--- config.mk ---
export PLATFORM = sky130hd
export DESIGN_NAME = mux_bus_ctrl
export DESIGN_NICKNAME = d
export VERILOG_FILES = /design/src/rtl/mbc_pkg.sv /design/src/rtl/mbc_arbiter.sv /design/src/rtl/mbc_seq.sv /design/src/rtl/mbc_pins.sv /design/src/rtl/mux_bus_ctrl.sv
export SDC_FILE = /design/constraint.sdc
export NUM_CORES = 1
export LEC_CHECK = 0
export ABC_AREA = 1
export BUFFER_PORTS_ARGS = -buffer_cell sky130_fd_sc_hd__buf_4
export CAP_MARGIN = 20
export CORE_AREA = 2 2 67 69
export DETAILED_ROUTE_END_ITERATION = 8
export DIE_AREA = 0 0 69 71
export PLACE_DENSITY = 0.78
export SETUP_SLACK_MARGIN = 0.05
export SKIP_LAST_GASP = 1
export SLEW_MARGIN = 40
export SYNTH_ARGS = -nofsm -noshare
export SYNTH_HDL_FRONTEND = slang
export SYNTH_SLANG_ARGS = --single-unit
export TNS_END_PERCENT = 30
--- constraint.sdc ---
create_clock -name clk -period 1.3 [get_ports clk]
set_input_delay 0.065 -clock clk [delete_from_list [all_inputs] [get_ports clk]]
set_output_delay 0.065 -clock clk [all_outputs]
set_load 0.02 [all_outputs]
--- src/rtl/mbc_pkg.sv ---
package mbc_pkg;

  // Bus phase held in the sequencer state register
  typedef enum logic [2:0] {
    ST_IDLE_A  = 3'd0,  // idle, first-type phase
    ST_IDLE_B  = 3'd1,  // idle, second-type phase (request sampled)
    ST_T1      = 3'd2,  // address phase
    ST_T2      = 3'd3,  // data phase (repeated while waiting)
    ST_GRANT   = 3'd4,  // bus handed to external master
    ST_RECOVER = 3'd5   // one idle phase before driving again
  } mbc_state_e;

endpackage

--- src/rtl/mbc_arbiter.sv ---
module mbc_arbiter (
  input  logic clk,
  input  logic rst,
  input  logic breq_en,
  input  logic breq_n,
  input  logic in_t2,
  input  logic cyc_end,
  output logic take,
  output logic pend_q
);

  // Request is live only when enabled
  assign take = breq_en & ~breq_n;

  // Remember a request seen in any data phase until the transfer ends
  always_ff @(posedge clk) begin
    if (rst)                pend_q <= 1'b0;
    else if (cyc_end)       pend_q <= 1'b0;
    else if (in_t2 && take) pend_q <= 1'b1;
  end

  // the flag rises only after a data phase with an enabled request
  p_pend_from_t2_r9: assert property (@(posedge clk) disable iff (rst)
    (pend_q && !$past(pend_q)) |-> $past(in_t2 && breq_en && !breq_n));

endmodule

--- src/rtl/mbc_seq.sv ---
module mbc_seq
  import mbc_pkg::*;
#(
  parameter int ADDR_W = 16,
  parameter int DATA_W = 8
) (
  input  logic              clk,
  input  logic              rst,
  input  logic              req,
  input  logic              we,
  input  logic [ADDR_W-1:0] addr,
  input  logic [DATA_W-1:0] wdata,
  input  logic              wait_n,
  input  logic              take,
  input  logic              pend,
  input  logic [DATA_W-1:0] bus_in,
  output mbc_state_e        st_q,
  output logic              we_q,
  output logic [ADDR_W-1:0] addr_q,
  output logic [DATA_W-1:0] wdata_q,
  output logic              ready,
  output logic              cyc_end,
  output logic [DATA_W-1:0] rdata,
  output logic              rvalid
);

  mbc_state_e st_d;
  logic       accept;

  assign ready   = (st_q == ST_IDLE_A) || ((st_q == ST_IDLE_B) && !take);
  assign cyc_end = (st_q == ST_T2) && wait_n;

  always_comb begin
    st_d   = st_q;
    accept = 1'b0;
    case (st_q)
      ST_IDLE_A: begin
        if (req) begin
          st_d   = ST_T1;
          accept = 1'b1;
        end else begin
          st_d = ST_IDLE_B;
        end
      end
      ST_IDLE_B: begin
        if (take) begin
          st_d = ST_GRANT;
        end else if (req) begin
          st_d   = ST_T1;
          accept = 1'b1;
        end else begin
          st_d = ST_IDLE_A;
        end
      end
      ST_T1:      st_d = ST_T2;
      ST_T2: begin
        if (wait_n) st_d = (pend || take) ? ST_GRANT : ST_IDLE_A;
      end
      ST_GRANT: begin
        if (!take) st_d = ST_RECOVER;
      end
      ST_RECOVER: st_d = ST_IDLE_A;
      default:    st_d = ST_IDLE_A;
    endcase
  end

  always_ff @(posedge clk) begin
    if (rst) begin
      st_q    <= ST_IDLE_A;
      we_q    <= 1'b0;
      addr_q  <= '0;
      wdata_q <= '0;
      rdata   <= '0;
      rvalid  <= 1'b0;
    end else begin
      st_q   <= st_d;
      rvalid <= cyc_end && !we_q;
      if (cyc_end && !we_q) rdata <= bus_in;
      if (accept) begin
        we_q    <= we;
        addr_q  <= addr;
        wdata_q <= wdata;
      end
    end
  end

  // the direction does not change inside a transfer
  p_rw_hold_r3: assert property (@(posedge clk) disable iff (rst)
    (st_q == ST_T2) |-> $stable(we_q));

  // a low wait in a data phase repeats the data phase
  p_wait_stretch_r7: assert property (@(posedge clk) disable iff (rst)
    ((st_q == ST_T2) && !wait_n) |=> (st_q == ST_T2));

  // read-valid is a single-cycle pulse
  p_rvalid_pulse_r6: assert property (@(posedge clk) disable iff (rst)
    rvalid |=> !rvalid);

  // a grant starts only from a data phase or an idle second-type phase
  p_grant_entry_r9: assert property (@(posedge clk) disable iff (rst)
    ((st_q == ST_GRANT) && ($past(st_q) != ST_GRANT))
      |-> ($past(st_q) == ST_T2 || $past(st_q) == ST_IDLE_B));

  // recovery lasts one clock
  p_recover_one_r10: assert property (@(posedge clk) disable iff (rst)
    (st_q == ST_RECOVER) |=> (st_q == ST_IDLE_A));

endmodule

--- src/rtl/mbc_pins.sv ---
module mbc_pins
  import mbc_pkg::*;
#(
  parameter int ADDR_W = 16,
  parameter int DATA_W = 8,
  localparam int HI_W  = ADDR_W - DATA_W
) (
  input  logic              clk,
  input  logic              rst,
  input  mbc_state_e        st_q,
  input  logic              we_q,
  input  logic [ADDR_W-1:0] addr_q,
  input  logic [DATA_W-1:0] wdata_q,
  input  logic              ale_mode,
  input  logic              sw_float,
  output logic [DATA_W-1:0] mux_out,
  output logic              mux_oe,
  output logic [HI_W-1:0]   hi_addr,
  output logic              hi_oe,
  output logic              addr_strobe,
  output logic              data_strobe,
  output logic              rw_pin,
  output logic              ctl_oe,
  output logic              ack_n
);

  logic in_t1, in_t2, granted, drive;

  assign in_t1   = (st_q == ST_T1);
  assign in_t2   = (st_q == ST_T2);
  assign granted = (st_q == ST_GRANT) || (st_q == ST_RECOVER);
  assign drive   = !sw_float && !granted;

  assign ack_n   = (st_q != ST_GRANT);
  assign ctl_oe  = drive;
  assign hi_oe   = drive;
  assign hi_addr = addr_q[ADDR_W-1:DATA_W];
  assign mux_oe  = drive && (in_t1 || (in_t2 && we_q));
  assign mux_out = in_t1 ? addr_q[DATA_W-1:0] : wdata_q;

  always_comb begin
    if (ale_mode) begin
      addr_strobe = in_t1;
      data_strobe = !(in_t2 && !we_q);
      rw_pin      = !(in_t2 && we_q);
    end else begin
      addr_strobe = !in_t1;
      data_strobe = !in_t2;
      rw_pin      = !we_q;
    end
  end

  // the shared port is released in the data phase of a read
  p_read_release_r5: assert property (@(posedge clk) disable iff (rst)
    (in_t2 && !we_q) |-> !mux_oe);

  // nothing is driven while the bus is granted away
  p_float_grant_r10: assert property (@(posedge clk) disable iff (rst)
    !ack_n |-> (!ctl_oe && !mux_oe && !hi_oe));

endmodule

--- src/rtl/mux_bus_ctrl.sv ---
module mux_bus_ctrl
  import mbc_pkg::*;
#(
  parameter int ADDR_W = 16,
  parameter int DATA_W = 8,
  localparam int HI_W  = ADDR_W - DATA_W
) (
  input  logic              clk,
  input  logic              rst,
  input  logic              core_req,
  input  logic              core_we,
  input  logic [ADDR_W-1:0] core_addr,
  input  logic [DATA_W-1:0] core_wdata,
  output logic              core_ready,
  output logic [DATA_W-1:0] core_rdata,
  output logic              core_rvalid,
  input  logic              cfg_ale_mode,
  input  logic              cfg_float,
  input  logic              cfg_breq_en,
  input  logic              wait_n,
  input  logic              bus_req_n,
  output logic              bus_ack_n,
  input  logic [DATA_W-1:0] mux_in,
  output logic [DATA_W-1:0] mux_out,
  output logic              mux_oe,
  output logic [HI_W-1:0]   hi_addr,
  output logic              hi_oe,
  output logic              addr_strobe,
  output logic              data_strobe,
  output logic              rw_pin,
  output logic              ctl_oe
);

  mbc_state_e        st_q;
  logic              we_q;
  logic [ADDR_W-1:0] addr_q;
  logic [DATA_W-1:0] wdata_q;
  logic              take, pend_q, cyc_end;

  mbc_arbiter u_arb (
    .clk     (clk),
    .rst     (rst),
    .breq_en (cfg_breq_en),
    .breq_n  (bus_req_n),
    .in_t2   (st_q == ST_T2),
    .cyc_end (cyc_end),
    .take    (take),
    .pend_q  (pend_q)
  );

  mbc_seq #(.ADDR_W(ADDR_W), .DATA_W(DATA_W)) u_seq (
    .clk     (clk),
    .rst     (rst),
    .req     (core_req),
    .we      (core_we),
    .addr    (core_addr),
    .wdata   (core_wdata),
    .wait_n  (wait_n),
    .take    (take),
    .pend    (pend_q),
    .bus_in  (mux_in),
    .st_q    (st_q),
    .we_q    (we_q),
    .addr_q  (addr_q),
    .wdata_q (wdata_q),
    .ready   (core_ready),
    .cyc_end (cyc_end),
    .rdata   (core_rdata),
    .rvalid  (core_rvalid)
  );

  mbc_pins #(.ADDR_W(ADDR_W), .DATA_W(DATA_W)) u_pins (
    .clk         (clk),
    .rst         (rst),
    .st_q        (st_q),
    .we_q        (we_q),
    .addr_q      (addr_q),
    .wdata_q     (wdata_q),
    .ale_mode    (cfg_ale_mode),
    .sw_float    (cfg_float),
    .mux_out     (mux_out),
    .mux_oe      (mux_oe),
    .hi_addr     (hi_addr),
    .hi_oe       (hi_oe),
    .addr_strobe (addr_strobe),
    .data_strobe (data_strobe),
    .rw_pin      (rw_pin),
    .ctl_oe      (ctl_oe),
    .ack_n       (bus_ack_n)
  );

  // no request is taken while the bus is away
  p_stall_grant_r12: assert property (@(posedge clk) disable iff (rst)
    !bus_ack_n |-> !core_ready);

endmodule

==> impl_metrics.csv, run 1 <==
group,metric,value,unit
status,outcome,"complete, but fails checks",
status,violations,"negative hold slack, negative setup slack",
clocking,clock-sinks,38,
power,p_int,2550,uW
clocking,htree_levels,2,
yosys,synth-edff-count,0,
power,p_clk_share,33.4,%
sta,finalSetupViolCount,35,
global_route,grt_pass1_wl,7.87,mm
finish,multi_input_area,902,um^2
critical_path,cp_max_fo,7,
route,wl,4.84,mm
global_route,grt_antenna_before_repair,0,
finish,antenna-diode-count,0,
die,dieArea,4900,um^2
sta,slew_headroom,78.4,%
sta,fin_skew,0.00728,ns
route,firstDrtPassIters,4,
yosys,yosysUniqueCellTypes,23,
yosys,post-synth-top-count-cell,"nor2_1",
clocking,numCtsBuffers,5,
yosys,ys.flop_type,"dfxtp_1",
die,core,4200,um^2
yosys,synth-seq-cells,38,
route,via_per_inst,4.78,
finish,fill_cells,353,
global_route,grt_max_degree,32,
finish,final-seq-area,771,um^2
yosys,netlist_top_cells_count,"nor2_1, dfxtp_1, o21ai_0, inv_1, nand2_1",
power,p_switching,1080,uW
yosys,synth_top_area_share,41.5,%
yosys,synth_area_leaders,"dfxtp_1, nor2_1, o21ai_0, inv_1, nand2_1",
die,die_h,71,um
placement,io_buffers,73,
global_route,grt_pass1_vias,1792,
finish,nets,373,
flow_run,max_cap_viol_count,0,
yosys,avgSynthCellArea,7.22,um^2
die,ios,74,
sta,hold_slack,-0.00246,ns
clocking,clockBufferDepth,2,
sta,tightest_slew,0.324,ns
die,rows,24,
yosys,synth_warnings,0,
critical_path,cp-start-kind,"flip-flop",
clocking,cts_tree,"done",
die,die_w,69,um
power,irDropWorstVdd,686,uV
min_path,worstHoldPathType,"primary input to flip-flop",
critical_path,cp-end-kind,"flip-flop",
yosys,syn-num-nets,295,
die,initial_utilization,43.6,%
yosys,yosys.area.top_type,"dfxtp_1",
route,vias,1842,
global_route,grt_overflow,0,
finish,postLayoutCoreUtil,67.3,%
sta,hold_viol,2,
critical_path,reg2reg_slack,-0.09,ns
critical_path,arrival,1.59,ns
route,drc,0,
power,cellLeakagePower,0.00135,uW
power,pwr-share-seq,37.1,%
yosys,synth_area,1830,um^2
min_path,hold_depth,3,
placement,gp_congestion,0.881,
sta,slew_viol_final,0,
route,ant_nets,0,
placement,place_area,2360,um^2
yosys,async_flop_share,0,%
route,drt_iter0_markers,49,
finish,drive_gt1_share,44.1,%
route,wl_per_cell,12.6,um
placement,dp_hpwl,3.08,mm
power,swShare,29.8,%
clocking,clkSlewWorstSetupHoldPaths,0.08,ns
clocking,clk_latency,0.30,ns
finish,finalInstanceArea,2830,um^2
critical_path,crit_type,"flip-flop to flip-flop",
sta,rsz0062_at_grt,"true",
yosys,ys_seq_area_share,41.5,%
power,powerDensity,1290,nW/um^2
sta,min_period,1.39,ns
yosys,postSynthCellCount,254,
sta,fin_crit_sh,107,%
critical_path,required,1.49,ns
critical_path,rr_worst_depth,8,
clocking,cts-root-buf,"clkbuf_8",
sta,setup_ws,-0.0920,ns
global_route,grt_usage,19.6,%
finish,synthToLayoutAreaGrowth,54.3,%
power,combPwrFrac,29.5,%
sta,max_freq,0.718,GHz
==> kinds of logic after synthesis <==
family,synth area share [%]
AO/OA/AOI/OAI,11.2
buffers and inverters,16.2
flip-flops,41.5
XOR/XNOR,0.478
AND/OR/NAND/NOR,30.7
==> final timing paths <==
| check | start | endpoint |
|---|---|---|
| worst max register to register | u_seq.st_q[1] | u_seq.wdata_q[6] |
| worst max-delay path | u_seq.st_q[1] | u_seq.wdata_q[6] |
| worst min register to register | u_arb.pend_q | u_arb.pend_q |
| worst min-delay path | core_addr[13] | u_seq.addr_q[13] |
==> routing by layer <==
layer,vias up,GRT usage (%),routed length [um]
li1,936,-,-
met1,842,21.6,1870
met2,55,37.2,2690
met3,9,3.56,199
met4,0,7.63,83
met5,-,0,0
==> power by group through the flow <==
stage | Sequential (uW) | Combinational, uW | Clock, uW
2_1_floorplan | 1350 | 559 | 0
5_1_grt | 1370 | 1160 | 1270
3_5_place_dp | 1370 | 819 | 0
6_report | 1350 | 1070 | 1220
3_3_place_gp | 1370 | 808 | 0
4_1_cts | 1340 | 911 | 1220
==> critical path: stages (launching register included) <==
cell and delay, ns:
dfxtp_4 0.38, buf_6 0.13, inv_6 0.05, nand2_4 0.05, nor2_4 0.16, nand2_8 0.12
clkbuf_16 0.18, o21ai_1 0.15, nor2_1 0.07
==> sequential cells by signal, indices dropped and copies added (netlist names) <==
signal         count
u_seq.wdata_q      8
u_seq.st_q         3
u_seq.rdata        8
u_seq.rvalid       1
u_seq.addr_q      16
u_arb.pend_q       1
u_seq.we_q         1
==> placed cells by master (no fill, tap or decap), drive strengths merged <==
cell         netlist  final
buf               18     88
nor2              75     75
bufinv             0      2
dlygate4sd3        0      1
inv               31     30
a21oi              5      5
dfxtp             38     38
xor2               1      1
clkbuf             2      7
nor3               1      1
nand2             30     30
nor4               1      1
nand3             16     16
clkinv             0      2
o21ai             36     36
==> cell type report <==
| type | instances | share of cell area (%) |
|---|---|---|
| clock inverter | 3 | 2.43 |
| inverter | 31 | 5.00 |
| multi-input combinational | 165 | 31.9 |
| sequential | 38 | 27.2 |
| timing repair buffer | 91 | 28.7 |
| clock buffer | 5 | 2.43 |
| tap | 52 | 2.30 |
==> what timing repair did <==
action                                  CTS  global route
hold buffers                              1             0
endpoints found under the hold margin     2             0
pin swaps                                 4             2
resized for setup                        24            51
gates cloned                              1             3
setup buffers                             6             1
endpoints found under the setup margin   25            51
==> metrics by stage <==
| step | worst slack [ns] | cells | total power, uW | TNS [ns] |
|---|---|---|---|---|
| 6_report | -0.0920 | 385 | 3640 | -0.980 |
| 2_1_floorplan | -0.0897 | 254 | 1910 | -0.718 |
| 5_1_grt | -0.126 | 385 | 3800 | -3.31 |
| 3_3_place_gp | 0.00231 | 365 | 2170 | 0 |
| 4_1_cts | -0.0250 | 381 | 3470 | -0.327 |
| 3_5_place_dp | -0.0703 | 365 | 2190 | -0.475 |
No activity file was read; power rests on OpenSTA's default activity.
==> run 2: changes to the inputs <==
--- a/config.mk
+++ b/config.mk
@@ -6,12 +6,12 @@
 export NUM_CORES = 1
 export LEC_CHECK = 0
 export ABC_AREA = 1
-export BUFFER_PORTS_ARGS = -buffer_cell sky130_fd_sc_hd__buf_4
 export CAP_MARGIN = 20
 export CORE_AREA = 2 2 67 69
 export DETAILED_ROUTE_END_ITERATION = 8
 export DIE_AREA = 0 0 69 71
-export PLACE_DENSITY = 0.78
+export DONT_BUFFER_PORTS = 1
+export PLACE_DENSITY = 0.63
 export SETUP_SLACK_MARGIN = 0.05
 export SKIP_LAST_GASP = 1
 export SLEW_MARGIN = 40
==> run 2 against run 1 <==
  * The run ends with negative setup slack left
  * First-iteration DRC count is 24% higher
  * Cell area is 10% lower
  * Power is 16% lower
  * Combinational power fell by 19%
  * Largest power group unchanged
  * Critical path type is now flip-flop to output pin
  * Maximum frequency rose by 1.7%
  * Final cell count fell by 8.6%
==> impl_metrics.csv, run 2 (synthesized netlist as in run 1, its figures left out) <==
group,metric,value,unit
power,powerDensity,1200,nW/um^2
power,irDropWorstVdd,852,uV
route,drt_iter0_markers,61,
finish,largest_reg_flops,16,
finish,largest_registers,"u_seq.addr_q (16), u_seq.rdata (8), u_seq.wdata_q (8)",
finish,drive_gt1_share,26.7,%
finish,layout_common_cells,"nor2_1, dfxtp_1, dlygate4sd3_1",
placement,dp_hpwl,2.80,mm
route,vias,1695,
min_path,worstHoldPathType,"primary input to flip-flop",
finish,nets,342,
critical_path,cp-end-kind,"output pin",
clocking,clkSlewWorstSetupHoldPaths,0.07,ns
sta,slew_viol_final,0,
global_route,grt_usage,19.5,%
placement,dp_cells,308,
route,drc,0,
power,cellLeakagePower,0.00111,uW
status,violations,"negative setup slack",
die,dieArea,4900,um^2
flow_run,max_cap_viol_count,0,
finish,layout.cells.non_filler,352,
sta,setup_ws,-0.0686,ns
clocking,clock-sinks,38,
clocking,cts_tree,"done",
die,rows,24,
finish,multi_input_area,853,um^2
die,die_h,71,um
finish,final_common_cell,"nor2_1",
clocking,clockBufferDepth,2,
global_route,grt_antenna_before_repair,0,
finish,final-seq-area,772,um^2
sta,fin_skew,0.00168,ns
finish,synthToLayoutAreaGrowth,38.3,%
clocking,numCtsBuffers,5,
die,core,4200,um^2
sta,slew_headroom,79.9,%
sta,hold_viol,0,
placement,io_buffers,0,
finish,antenna-diode-count,0,
critical_path,crit_type,"flip-flop to output pin",
die,initial_utilization,43.6,%
finish,postLayoutCoreUtil,60.3,%
finish,fill_cells,378,
critical_path,cp-start-kind,"flip-flop",
sta,max_freq,0.731,GHz
critical_path,required,1.24,ns
global_route,grt_overflow,0,
placement,gp_congestion,0.706,
critical_path,cp_max_fo,5,
die,die_w,69,um
route,ant_nets,0,
route,via_per_inst,4.82,
route,wl_per_cell,13.2,um
critical_path,arrival,1.30,ns
finish,top_register,"u_seq.addr_q",
sta,rsz0062_at_grt,"true",
clocking,cts-root-buf,"clkbuf_8",
global_route,grt_max_degree,26,
sta,tightest_slew,0.301,ns
clocking,clk_latency,0.29,ns
status,outcome,"complete, but fails checks",
global_route,grt_pass1_wl,7.61,mm
global_route,grt_pass1_vias,1731,
sta,fin_crit_sh,105,%
finish,finalInstanceArea,2540,um^2
die,ios,74,
clocking,htree_levels,2,
route,wl,4.63,mm
placement,place_area,1940,um^2
sta,min_period,1.37,ns
sta,finalSetupViolCount,9,
route,firstDrtPassIters,4,
[run 2: cell count changes in the layout (fill, tap and decap cells not counted), moves of 3 or more]
cell and delta:
buf_4 -59, nand2_2 +3, dlygate4sd3_1 +29, o21ai_1 -14, o21ai_0 +18
[run 2: layer usage]
metal	part of all wire (%)	track usage (%)	vias up
li1	-	-	867
met5	0	0	-
met1	40	21.4	764
met4	1.8	6.54	0
met2	53	36.2	56
met3	5.6	5.56	8
[run 2: critical path, cell delays in order (launching register included)]
cell and delay (ns):
dfxtp_4 0.41, nand3_4 0.15, buf_12 0.17, xor2_2 0.14, buf_4 0.15
[run 2: area by class of cell]
| type | count | area share (%) |
|---|---|---|
| multi-input combinational | 165 | 33.6 |
| tap | 52 | 2.57 |
| inverter | 31 | 5.38 |
| clock buffer | 6 | 3.26 |
| sequential | 38 | 30.4 |
| timing repair buffer | 60 | 24.7 |
[run 2: power breakdown]
group	internal, uW	switching, uW
combinational	403	459
sequential	1270	122
clock	409	388
[run 2: what timing repair did]
action / in CTS / in global routing
setup endpoints to repair: 30 / 49
endpoints found under the hold margin: 29 / 0
pin swaps: 1 / 3
resized for setup: 24 / 24
hold buffers: 30 / 0
buffers inserted: 2 / 4
cloned: 1 / 1
[run 2: final timing paths]
| kind | from | end | slack (ns) | depth (start not counted) |
|---|---|---|---|---|
| max reg2reg | u_seq.st_q[0] | u_seq.rdata[3] | 0.04 | 7 |
| min reg2reg | u_arb.pend_q | u_arb.pend_q | 0.48 | 2 |
| min | mux_in[2] | u_seq.rdata[2] | 0.005 | 4 |
| max | u_seq.st_q[1] | addr_strobe | -0.07 | 4 |
[run 2: per-stage QoR]
step           worst slack [ns]  hold WS (ns)  TNS, ns  power, uW
2_1_floorplan           -0.0897         0.134   -0.718       1910
3_3_place_gp             0.0650         0.144        0       2030
3_5_place_dp             0.0245         0.136        0       2040
4_1_cts                 -0.0551       0.00215   -0.423       2970
5_1_grt                  -0.133        0.0128    -1.48       3230
6_report                -0.0686       0.00505   -0.499       3050
==> run 3: changes to the inputs <==
--- a/config.mk
+++ b/config.mk
@@ -7,11 +7,12 @@
 export LEC_CHECK = 0
 export ABC_AREA = 1
 export CAP_MARGIN = 20
-export CORE_AREA = 2 2 67 69
+export CORE_AREA = 2 2 51 89
 export DETAILED_ROUTE_END_ITERATION = 8
-export DIE_AREA = 0 0 69 71
+export DIE_AREA = 0 0 53 91
 export DONT_BUFFER_PORTS = 1
 export PLACE_DENSITY = 0.63
+export RECOVER_POWER = 100
 export SETUP_SLACK_MARGIN = 0.05
 export SKIP_LAST_GASP = 1
 export SLEW_MARGIN = 40
==> run 3 against run 2 <==
  * Maximum frequency up 0.78%
  * Final cell count unchanged
  * Non-clock buffer count up 1
  * Global-route usage down 0.47 points
  * Critical endpoint is now mux_out[3]
  * Clock-buffer cell count unchanged
  * Highest routed layer unchanged
  * Register-to-register slack better by 0.02 ns
  * Combinational power down 9.4%
  * Flip-flop and latch count unchanged
  * The run still ends with negative setup slack left
==> impl_metrics.csv, run 3 (synthesized netlist as in run 1, its figures left out) <==
group,metric,value,unit
status,outcome,"complete, but fails checks",
status,violations,"negative setup slack",
finish,fill_cells,373,
clocking,clock-sinks,38,
global_route,grt_usage,19.1,%
power,powerDensity,1220,nW/um^2
power,p_int,2060,uW
sta,slew_headroom,78.0,%
power,p_switching,961,uW
global_route,grt.busiest_layer,"met2",
sta,min_period,1.36,ns
clocking,cts-root-buf,"clkbuf_8",
global_route,grtUsageMet1,19.2,%
sta,setup_tns,-0.311,ns
die,core,4070,um^2
die,dieArea,4820,um^2
route,drt_iter0_markers,26,
sta,slew_viol_final,0,
clocking,clkSlewWorstSetupHoldPaths,0.07,ns
clocking,htree_levels,2,
power,combPwrFrac,25.9,%
clocking,clockBufferDepth,2,
finish,largest_registers,"u_seq.addr_q (16), u_seq.rdata (8), u_seq.wdata_q (8)",
finish,nets,343,
die,die_h,91,um
global_route,grt_overflow,0,
die,die_w,53,um
clocking,cts_tree,"done",
global_route,grt_pass1_vias,1628,
power,total_power,3020,uW
die,initial_utilization,45.0,%
route,vias,1680,
critical_path,arrival,1.29,ns
placement,gp_congestion,0.788,
finish,drive_gt1_share,22.4,%
route,drc,0,
finish,final_common_cell,"nor2_1",
critical_path,cp_max_fo,9,
route,ant_nets,0,
finish,finalInstanceArea,2470,um^2
sta,hold_slack,0.0102,ns
route,via_per_inst,4.77,
min_path,worstHoldPathType,"primary input to flip-flop",
finish,layout_common_cells,"nor2_1, dlygate4sd3_1, dfxtp_1",
finish,top_register,"u_seq.addr_q",
global_route,gr-usage-met3,4.28,%
die,rows,31,
power,swShare,31.8,%
placement,place_area,1910,um^2
finish,synthToLayoutAreaGrowth,34.9,%
critical_path,crit_type,"flip-flop to output pin",
sta,hold_viol,0,
route,wl,4.44,mm
power,pwr-share-seq,46.3,%
power,p_clk_share,27.8,%
sta,setup_ws,-0.0581,ns
global_route,grt_antenna_before_repair,0,
sta,finalSetupViolCount,12,
critical_path,reg2reg_slack,0.06,ns
global_route,grt_pass1_wl,7.03,mm
critical_path,cp-start-kind,"flip-flop",
die,ios,74,
sta,fin_skew,0.00563,ns
finish,largest_reg_flops,16,
finish,postLayoutCoreUtil,60.8,%
sta,tightest_slew,0.330,ns
global_route,grt_max_degree,26,
power,cellLeakagePower,0.00109,uW
sta,rsz0062_at_grt,"true",
power,irDropWorstVdd,817,uV
placement,io_buffers,0,
flow_run,max_cap_viol_count,0,
route,wl_per_cell,12.6,um
clocking,numCtsBuffers,5,
sta,fin_crit_sh,104,%
critical_path,required,1.24,ns
finish,antenna-diode-count,0,
critical_path,cp-end-kind,"output pin",
global_route,met2_usage,36.3,%
sta,max_freq,0.736,GHz
route,firstDrtPassIters,4,
clocking,clk_latency,0.29,ns
placement,dp_hpwl,2.87,mm
run 3: metal layers:
| layer | part of all wire, % | vias up |
|---|---|---|
| met2 | 57 | 59 |
| met5 | 0 | - |
| met3 | 5.6 | 6 |
| li1 | - | 871 |
| met4 | 1.3 | 0 |
| met1 | 36 | 744 |
run 3: worst paths after layout:
check | to | cells past startpoint | from
setup / recovery | mux_out[3] | 5 | u_seq.st_q[0]
hold reg to reg | u_arb.pend_q | 2 | u_arb.pend_q
setup reg to reg | u_seq.rdata[3] | 6 | u_seq.st_q[0]
hold / removal | u_seq.rdata[0] | 4 | mux_in[0]
run 3: final cells by class:
cell class              instances  area (um^2)  share of cell area, %
repair buffers                 61          593                   24.0
well taps                      49         61.3                   2.48
clock buffers                   6         82.6                   3.34
inverters                      31          134                   5.41
multi-input cells             165          818                   33.1
clock inverters                 2         12.5                  0.506
flip-flops and latches         38          773                   31.2
run 3: critical path, stage by stage (launching register included):
cell and delay [ns]:
dfxtp_4 0.37, inv_4 0.06, nand3_4 0.11, buf_12 0.16
o21ai_0 0.14, buf_4 0.16
run 3: what timing repair did:
item,CTS,global route
endpoints found under the hold margin,33,0
setup buffers,0,4
resized for setup,10,15
pin swaps,0,0
hold buffers,34,0
cloned,0,2
setup endpoints to repair,25,27
run 3: metrics by stage:
stage               setup WS [ns]  instances
floorplan                 -0.0897        254
global placement         -0.00917        304
finish                    -0.0581        352
detailed placement        -0.0300        304
CTS                       -0.0606        346
global route              -0.0959        352
run 3: power by group through the flow:
stage                     logic (uW)  registers, uW  clock network, uW
after global placement           605           1420                  0
after detailed placement         610           1420                  0
after floorplan                  559           1350                  0
after global routing             863           1410                921
after CTS                        697           1400                869
final                            781           1400                840
